## src/rtl/mpu_guard_pkg.sv

```systemverilog
package mpu_guard_pkg;
  // strobes from the register decode to the storage/match datapath
  typedef struct packed {
    logic       permWr;
    logic       baseWr;
    logic       enWr;
    logic       selPerm;
    logic       selBase;
    logic       selEn;
    logic [7:0] idx;
  } regStrobe_t;

  localparam int ON_BIT      = 30;
  localparam int ATTR_BASE   = 3;   // user execute bit; kind adds 0..2
  localparam int KERNEL_OFS  = 3;
  localparam int MIN_CODE    = 10;
endpackage

```

## src/rtl/mpu_guard_ctrl.sv

```systemverilog
module mpu_guard_ctrl
  import mpu_guard_pkg::*;
#(
  parameter int NUM_REGIONS = 16,
  parameter int REG_AW      = 6
) (
  input  logic [REG_AW-1:0] regAddr,
  input  logic              regWrEn,
  output regStrobe_t        strb
);
  localparam int EN_ADDR = 2 * NUM_REGIONS;

  logic inRegionSpace;
  logic isEnAddr;

  always_comb begin
    inRegionSpace = (int'(regAddr) < EN_ADDR);
    isEnAddr      = (int'(regAddr) == EN_ADDR);
    strb.idx      = 8'(regAddr >> 1);
    strb.selPerm  = inRegionSpace && !regAddr[0];
    strb.selBase  = inRegionSpace &&  regAddr[0];
    strb.selEn    = isEnAddr;
    strb.permWr   = regWrEn && strb.selPerm;
    strb.baseWr   = regWrEn && strb.selBase;
    strb.enWr     = regWrEn && strb.selEn;
  end
endmodule

```

## src/rtl/mpu_guard_dp.sv

```systemverilog
module mpu_guard_dp
  import mpu_guard_pkg::*;
#(
  parameter int NUM_REGIONS = 16,
  parameter int DATA_W      = 32,
  parameter int IDX_W       = 4
) (
  input  logic              clk,
  input  logic              rstN,
  input  regStrobe_t        strb,
  input  logic [DATA_W-1:0] regWrData,
  output logic [DATA_W-1:0] regRdData,
  input  logic              chkValid,
  input  logic [DATA_W-1:0] chkAddr,
  input  logic              chkUser,
  input  logic [1:0]        chkKind,
  output logic              resValid,
  output logic              resGrant,
  output logic              resDeny,
  output logic [IDX_W-1:0]  resRegion,
  output logic              resDefault
);
  logic [DATA_W-1:0] permQ [NUM_REGIONS];
  logic [DATA_W-1:0] baseQ [NUM_REGIONS];
  logic [DATA_W-1:0] enQ;
  logic [NUM_REGIONS-1:0] hit;

  for (genvar i = 0; i < NUM_REGIONS; i++) begin : g_region
    logic [4:0]        code;
    logic [DATA_W-1:0] keep;

    always_ff @(posedge clk or negedge rstN) begin
      if (!rstN) begin
        permQ[i] <= '0;
        baseQ[i] <= '0;
      end else begin
        if (strb.permWr && strb.idx == 8'(i)) permQ[i] <= regWrData;
        if (strb.baseWr && strb.idx == 8'(i)) baseQ[i] <= regWrData;
      end
    end

    always_comb begin
      code = {permQ[i][11:9], permQ[i][1:0]};
      for (int b = 0; b < DATA_W; b++) keep[b] = (b > int'(code));
    end

    assign hit[i] = baseQ[i][0] && (int'(code) >= MIN_CODE) &&
                    (((chkAddr ^ baseQ[i]) & keep) == '0);
  end

  always_ff @(posedge clk or negedge rstN) begin
    if (!rstN)          enQ <= '0;
    else if (strb.enWr) enQ <= regWrData;
  end

  always_comb begin
    regRdData = '0;
    if (strb.selPerm)      regRdData = permQ[strb.idx[IDX_W-1:0]];
    else if (strb.selBase) regRdData = baseQ[strb.idx[IDX_W-1:0]];
    else if (strb.selEn)   regRdData = enQ;
  end

  // fixed priority: lowest index overrides
  logic [IDX_W-1:0]  winIdx;
  logic              anyHit;
  logic [DATA_W-1:0] attrWord;
  logic              allow;
  int                bitPos;

  always_comb begin
    winIdx = '0;
    anyHit = 1'b0;
    for (int i = NUM_REGIONS - 1; i >= 0; i--) begin
      if (hit[i]) begin
        anyHit = 1'b1;
        winIdx = IDX_W'(i);
      end
    end
    attrWord = anyHit ? permQ[winIdx] : enQ;
    bitPos   = ATTR_BASE + int'(chkKind) + (chkUser ? 0 : KERNEL_OFS);
    allow    = (chkKind != 2'b11) && attrWord[bitPos];
  end

  always_ff @(posedge clk or negedge rstN) begin
    if (!rstN) begin
      resValid   <= 1'b0;
      resGrant   <= 1'b0;
      resDeny    <= 1'b0;
      resRegion  <= '0;
      resDefault <= 1'b0;
    end else begin
      resValid <= chkValid;
      if (!chkValid) begin
        resGrant   <= 1'b0;
        resDeny    <= 1'b0;
        resRegion  <= '0;
        resDefault <= 1'b0;
      end else if (!enQ[ON_BIT]) begin
        resGrant   <= 1'b1;
        resDeny    <= 1'b0;
        resRegion  <= '0;
        resDefault <= 1'b0;
      end else begin
        resGrant   <= allow;
        resDeny    <= !allow;
        resRegion  <= winIdx;
        resDefault <= !anyHit;
      end
    end
  end
endmodule

```

## src/rtl/mpu_guard.sv

```systemverilog
module mpu_guard
  import mpu_guard_pkg::*;
#(
  parameter  int NUM_REGIONS = 16,
  parameter  int DATA_W      = 32,
  localparam int IDX_W       = (NUM_REGIONS > 1) ? $clog2(NUM_REGIONS) : 1,
  localparam int REG_AW      = $clog2(2 * NUM_REGIONS + 1)
) (
  input  logic              clk,
  input  logic              rstN,
  input  logic [REG_AW-1:0] regAddr,
  input  logic              regWrEn,
  input  logic [DATA_W-1:0] regWrData,
  output logic [DATA_W-1:0] regRdData,
  input  logic              chkValid,
  input  logic [DATA_W-1:0] chkAddr,
  input  logic              chkUser,
  input  logic [1:0]        chkKind,
  output logic              resValid,
  output logic              resGrant,
  output logic              resDeny,
  output logic [IDX_W-1:0]  resRegion,
  output logic              resDefault
);
  regStrobe_t strb;

  mpu_guard_ctrl #(.NUM_REGIONS(NUM_REGIONS), .REG_AW(REG_AW)) u_ctrl (
    .regAddr (regAddr),
    .regWrEn (regWrEn),
    .strb    (strb)
  );

  mpu_guard_dp #(.NUM_REGIONS(NUM_REGIONS), .DATA_W(DATA_W), .IDX_W(IDX_W)) u_dp (
    .clk        (clk),
    .rstN       (rstN),
    .strb       (strb),
    .regWrData  (regWrData),
    .regRdData  (regRdData),
    .chkValid   (chkValid),
    .chkAddr    (chkAddr),
    .chkUser    (chkUser),
    .chkKind    (chkKind),
    .resValid   (resValid),
    .resGrant   (resGrant),
    .resDeny    (resDeny),
    .resRegion  (resRegion),
    .resDefault (resDefault)
  );
endmodule

```

## config.mk

```make
export PLATFORM = sky130hd
export DESIGN_NAME = mpu_guard
export DESIGN_NICKNAME = d
export VERILOG_FILES = /design/src/rtl/mpu_guard_pkg.sv /design/src/rtl/mpu_guard_ctrl.sv /design/src/rtl/mpu_guard_dp.sv /design/src/rtl/mpu_guard.sv
export SDC_FILE = /design/constraint.sdc
export NUM_CORES = 2
export LEC_CHECK = 0
export CAP_MARGIN = 40
export CORE_MARGIN = 4
export CORE_UTILIZATION = 68
export DETAILED_ROUTE_END_ITERATION = 8
export PLACE_DENSITY = 0.85
export RECOVER_POWER = 25
export SLEW_MARGIN = 40
export SYNTH_ARGS = -nofsm -noshare
export SYNTH_HDL_FRONTEND = slang
export SYNTH_SLANG_ARGS = --single-unit
```

## constraint.sdc

```tcl
create_clock -name clk -period 7.5 [get_ports clk]
set_clock_uncertainty 0.1 [all_clocks]
set_input_delay 1.5 -clock clk [delete_from_list [all_inputs] [get_ports clk]]
set_output_delay 1.5 -clock clk [all_outputs]
set_load 0.02 [all_outputs]
```

==> flow_summary.rst <==
.. list-table::
   :header-rows: 1

   * - Metric
     - Value
   * - Mapped Avg Cell Area
     - 12.9 µm²
   * - Slew at the pin with the worst max-slew slack
     - between 3 and 4 ns
   * - Area added between synthesis and finish
     - 11.8%
   * - Clock period minus final worst setup slack
     - between 6 and 7 ns
   * - Worst Setup Path Type
     - in2reg
   * - Final Hold Vio Count
     - 0
   * - Unrepaired setup endpoints after global routing
     - false
   * - Worst slack on hold paths
     - 0.398 ns
   * - Number of enable-type register cells in the synthesized netlist
     - 0
   * - Hold WC Path Type
     - reg2reg
   * - Overall die width
     - 305 µm
   * - # setup viols final
     - 0
   * - Instance count of the mapped netlist
     - between 4000 and 5000
   * - Post-synthesis net count
     - 4751
   * - Crit start category
     - input pin
   * - Count of routing violations after the opening detailed-route iteration
     - between 7000 and 8000
   * - Worst Path Arrival
     - 7.16 ns
   * - Worst-path clk slew
     - 0.06 ns
   * - Ratio of total power to cell area
     - 229 nW/µm²
   * - Number of buffers added on ports
     - 115
   * - Worst path slowest cell
     - sky130_fd_sc_hd__xnor2_1
   * - Buffering stage count on the worst path with inverters included
     - 4
   * - Worst Setup End Kind
     - flip-flop
   * - Final-layout setup total negative slack
     - 0 ns
   * - Maxcap violations
     - 5
   * - Final max-slew violation count
     - approximately 280
   * - Share of post-route cells with drive strength above 1
     - roughly 40%
   * - Peak VDD IR
     - 261 µV
   * - Initial standard-cell utilization of the core
     - 68.9%
   * - Crit-path leading delay family
     - compound AO/OA/AOI/OAI gates
   * - Count of cell types in the netlist
     - between 90 and 100
   * - Post-synthesis instance area
     - about 60000 µm²
   * - CTS H-tree lvls
     - 3
   * - Met1 Resource Use GR
     - between 60 and 70%
   * - Post-route antenna net violation count
     - 0
   * - Required time at the worst-slack endpoint
     - 8.01 ns
   * - Global placement routability congestion
     - 1.14
   * - Count of pins on the block boundary
     - 117
   * - Wire length of the first global-routing pass
     - between 300000 and 400000 µm
   * - Die span in y
     - 305 µm
   * - Top cell type's share of synthesized area
     - 44.4%
   * - Number of buffers created by CTS
     - 110
   * - Clock insertion delay at the later pin of the skew report
     - 0.74 ns
   * - Ys Warns
     - 0
   * - Result of the run
     - finished, violations left
   * - Clock Path Buffers
     - 3
   * - Number of rows created at floorplan
     - 108
   * - Met2 usage
     - 66.4%
   * - Clk sink count
     - 1064
   * - Final worst path period share
     - 88.6%
   * - Total global routing overflow
     - 0
   * - Top area cells in the synthesized netlist
     - sky130_fd_sc_hd__dfrtp_1 44%, sky130_fd_sc_hd__mux2_2 20%, sky130_fd_sc_hd__mux4_2 12%
   * - Resized cells post-CTS
     - 0
   * - Grt met3 use
     - around 17%
   * - DRC violation count after routing
     - 0
   * - Synth cell count leaders
     - 1074 x sky130_fd_sc_hd__mux2_2, 1064 x sky130_fd_sc_hd__dfrtp_1, 329 x sky130_fd_sc_hd__mux4_2, 299 x sky130_fd_sc_hd__clkbuf_1, 232 x sky130_fd_sc_hd__xnor2_1
   * - Critical path's largest stage delay
     - 0.76 ns
   * - Maximum number of pins on one net before global-route repair
     - around 140
   * - Average routed wire per standard cell
     - 37.6 µm
   * - Global routing usage summed across all routing layers
     - 47.5%
   * - # hold bufs at CTS
     - 0
   * - Synth Flop Type
     - sky130_fd_sc_hd__dfrtp_1
   * - Antenna violations before repair
     - 6
   * - Leak
     - 0.0306 µW
   * - Core Area
     - 87200 µm²
   * - Area leader, netlist
     - sky130_fd_sc_hd__dfrtp_1
   * - Top-count cell post-synth
     - sky130_fd_sc_hd__mux2_2
   * - #FFs+latches synth
     - around 1100
   * - WL final
     - 223000 µm
   * - Relative slew slack
     - -104%
   * - Violated checks
     - capacitance limit, slew limit
   * - CTS tree
     - yes
   * - Async set or reset register ratio after synthesis
     - 100%
   * - Die area
     - 93100 µm²
   * - Fmax
     - 150 MHz
   * - Drt pass-1 iters
     - 6
   * - Crit-path most repeated cell
     - sky130_fd_sc_hd__buf_4
   * - Clock Root Buffer
     - sky130_fd_sc_hd__clkbuf_16
   * - Crit-path cells
     - clkdlybuf4s50_1 > buf_4 > xnor2_1 > o21ai_0 > o2bb2ai_1 > nor4_1 > buf_4 > nand4b_1 > a21boi_0 > nand4_1 > nand2b_4 > buf_12 > and3b_1 > a222oi_1 > o2111ai_1 > a21oi_1 > o32ai_1 > o21a_1 > o311a_1
   * - GRT busiest layer
     - met2
   * - Half-perimeter wire length after detailed placement
     - 150000 µm
   * - Via count of the first global-routing pass
     - 44300
   * - Final layout net count
     - 4764
   * - Average vias per placed instance
     - approximately 7.6
   * - Part of the Yosys area used for sequential elements
     - 44.4%
   * - Vias after detailed routing
     - 44800
   * - CP max FO
     - 21
   * - # Post-CTS Setup Buffers
     - 0
[registers in the layout, indices dropped and copies added (netlist names)]
signal,cells
u_dp.baseQ,512
u_dp.resDefault,1
u_dp.resGrant,1
u_dp.permQ,432
u_dp.enQ,32
u_dp.resDeny,1
u_dp.g_region.code,80
u_dp.resValid,1
u_dp.resRegion,4
[where the power goes]
group / total, µW / leakage, µW / switching, µW / internal (µW)
Combinational: 2670 / 0.0142 / 1490 / 1180
Clock: 5900 / 0.00188 / 2460 / 3440
Sequential: 6800 / 0.0144 / 586 / 6220
[worst register-to-register path, stage by stage (launching register included)]
cell and delay [ns]:
sky130_fd_sc_hd__dfrtp_1 0.89, sky130_fd_sc_hd__and3_1 0.40, sky130_fd_sc_hd__o211a_1 0.31, sky130_fd_sc_hd__o2111ai_1 0.25, sky130_fd_sc_hd__o31ai_1 0.30, sky130_fd_sc_hd__or4b_1 0.62, sky130_fd_sc_hd__a221oi_1 0.36, sky130_fd_sc_hd__nand3_1 0.17
sky130_fd_sc_hd__o211ai_4 0.22, sky130_fd_sc_hd__buf_12 0.18, sky130_fd_sc_hd__buf_4 0.21, sky130_fd_sc_hd__nor2b_1 0.08, sky130_fd_sc_hd__buf_4 0.16, sky130_fd_sc_hd__buf_4 0.15, sky130_fd_sc_hd__a22oi_1 0.19, sky130_fd_sc_hd__a21oi_1 0.11
sky130_fd_sc_hd__or3_1 0.37, sky130_fd_sc_hd__a32o_1 0.28, sky130_fd_sc_hd__a32oi_1 0.31, sky130_fd_sc_hd__o311a_1 0.22
[kinds of logic after synthesis]
family          count (synthesis)  synth area share, %
mux                          1518                 34.4
flops                        1064                 44.4
simple gates                  520                 4.31
fa+ha+maj                       5                0.117
xor+xnor                      413                 6.09
buf+inv                       514                 3.61
compound gates                635                 7.10
[cells in the final DEF, fill, tap and decap left out, drive strengths merged, types with 30 or more instances in the layout]
cell type,instances
clkdlybuf4s50,99
nand2,154
o21ai,173
buf,267
xor2,177
mux2,1074
xnor2,236
nand3,54
a22oi,30
a21oi,122
mux4,329
inv,46
nor2,109
mux2i,115
dfrtp,1064
clkbuf,162
nor3,45
[per-layer routing]
metal | vias to the layer above | share of wire (%)
met5 | - | 0.012
met4 | 4 | 6.8
met3 | 723 | 14
met2 | 3566 | 42
met1 | 23100 | 37
li1 | 17400 | -
[cell type report]
| cell class | count | area, µm² |
|---|---|---|
| diodes | 4 | 10.0 |
| fillers | 5178 | 20100 |
| clock inverters | 47 | 728 |
| flip-flops and latches | 1064 | 26600 |
| clock buffers | 155 | 3130 |
| multi-input cells | 3091 | 31500 |
| inverters | 41 | 154 |
| repair buffers | 374 | 3500 |
| well taps | 1155 | 1450 |
[per-stage QoR]
| step | area, µm² | cells | utilization [%] | total power, µW | setup slack [ns] |
|---|---|---|---|---|---|
| after floorplan | 60000 | 4669 | - | 8230 | 1.92 |
| after global placement | 62800 | 5708 | 72.1 | 9280 | 0.368 |
| after detailed placement | 63200 | 5724 | 72.5 | 9370 | 0.328 |
| after CTS | 67100 | 5926 | 77.0 | 15200 | 1.02 |
| after global routing | 67100 | 5927 | 77.0 | 15700 | 0.780 |
| final | 67100 | 5931 | 77.0 | 15400 | 0.854 |
[worst paths after layout]
path	start	to	slack [ns]	depth (start not counted)
max reg2reg	u_dp.g_region[5].code[1]$_DFFE_PN0P_	u_dp.resGrant$_DFF_PN0_	1.56	19
min	u_dp.permQ[187]$_DFFE_PN0P_	u_dp.permQ[187]$_DFFE_PN0P_	0.40	1
max in group asynchronous	rstN	u_dp.baseQ[95]$_DFFE_PN0P_	1.68	2
min reg2reg	u_dp.permQ[187]$_DFFE_PN0P_	u_dp.permQ[187]$_DFFE_PN0P_	0.40	1
max	chkAddr[31]	u_dp.resGrant$_DFF_PN0_	0.85	19
min in group asynchronous	rstN	u_dp.permQ[219]$_DFFE_PN0P_	1.60	1
Note: power is estimated with default switching activity, not from simulation.
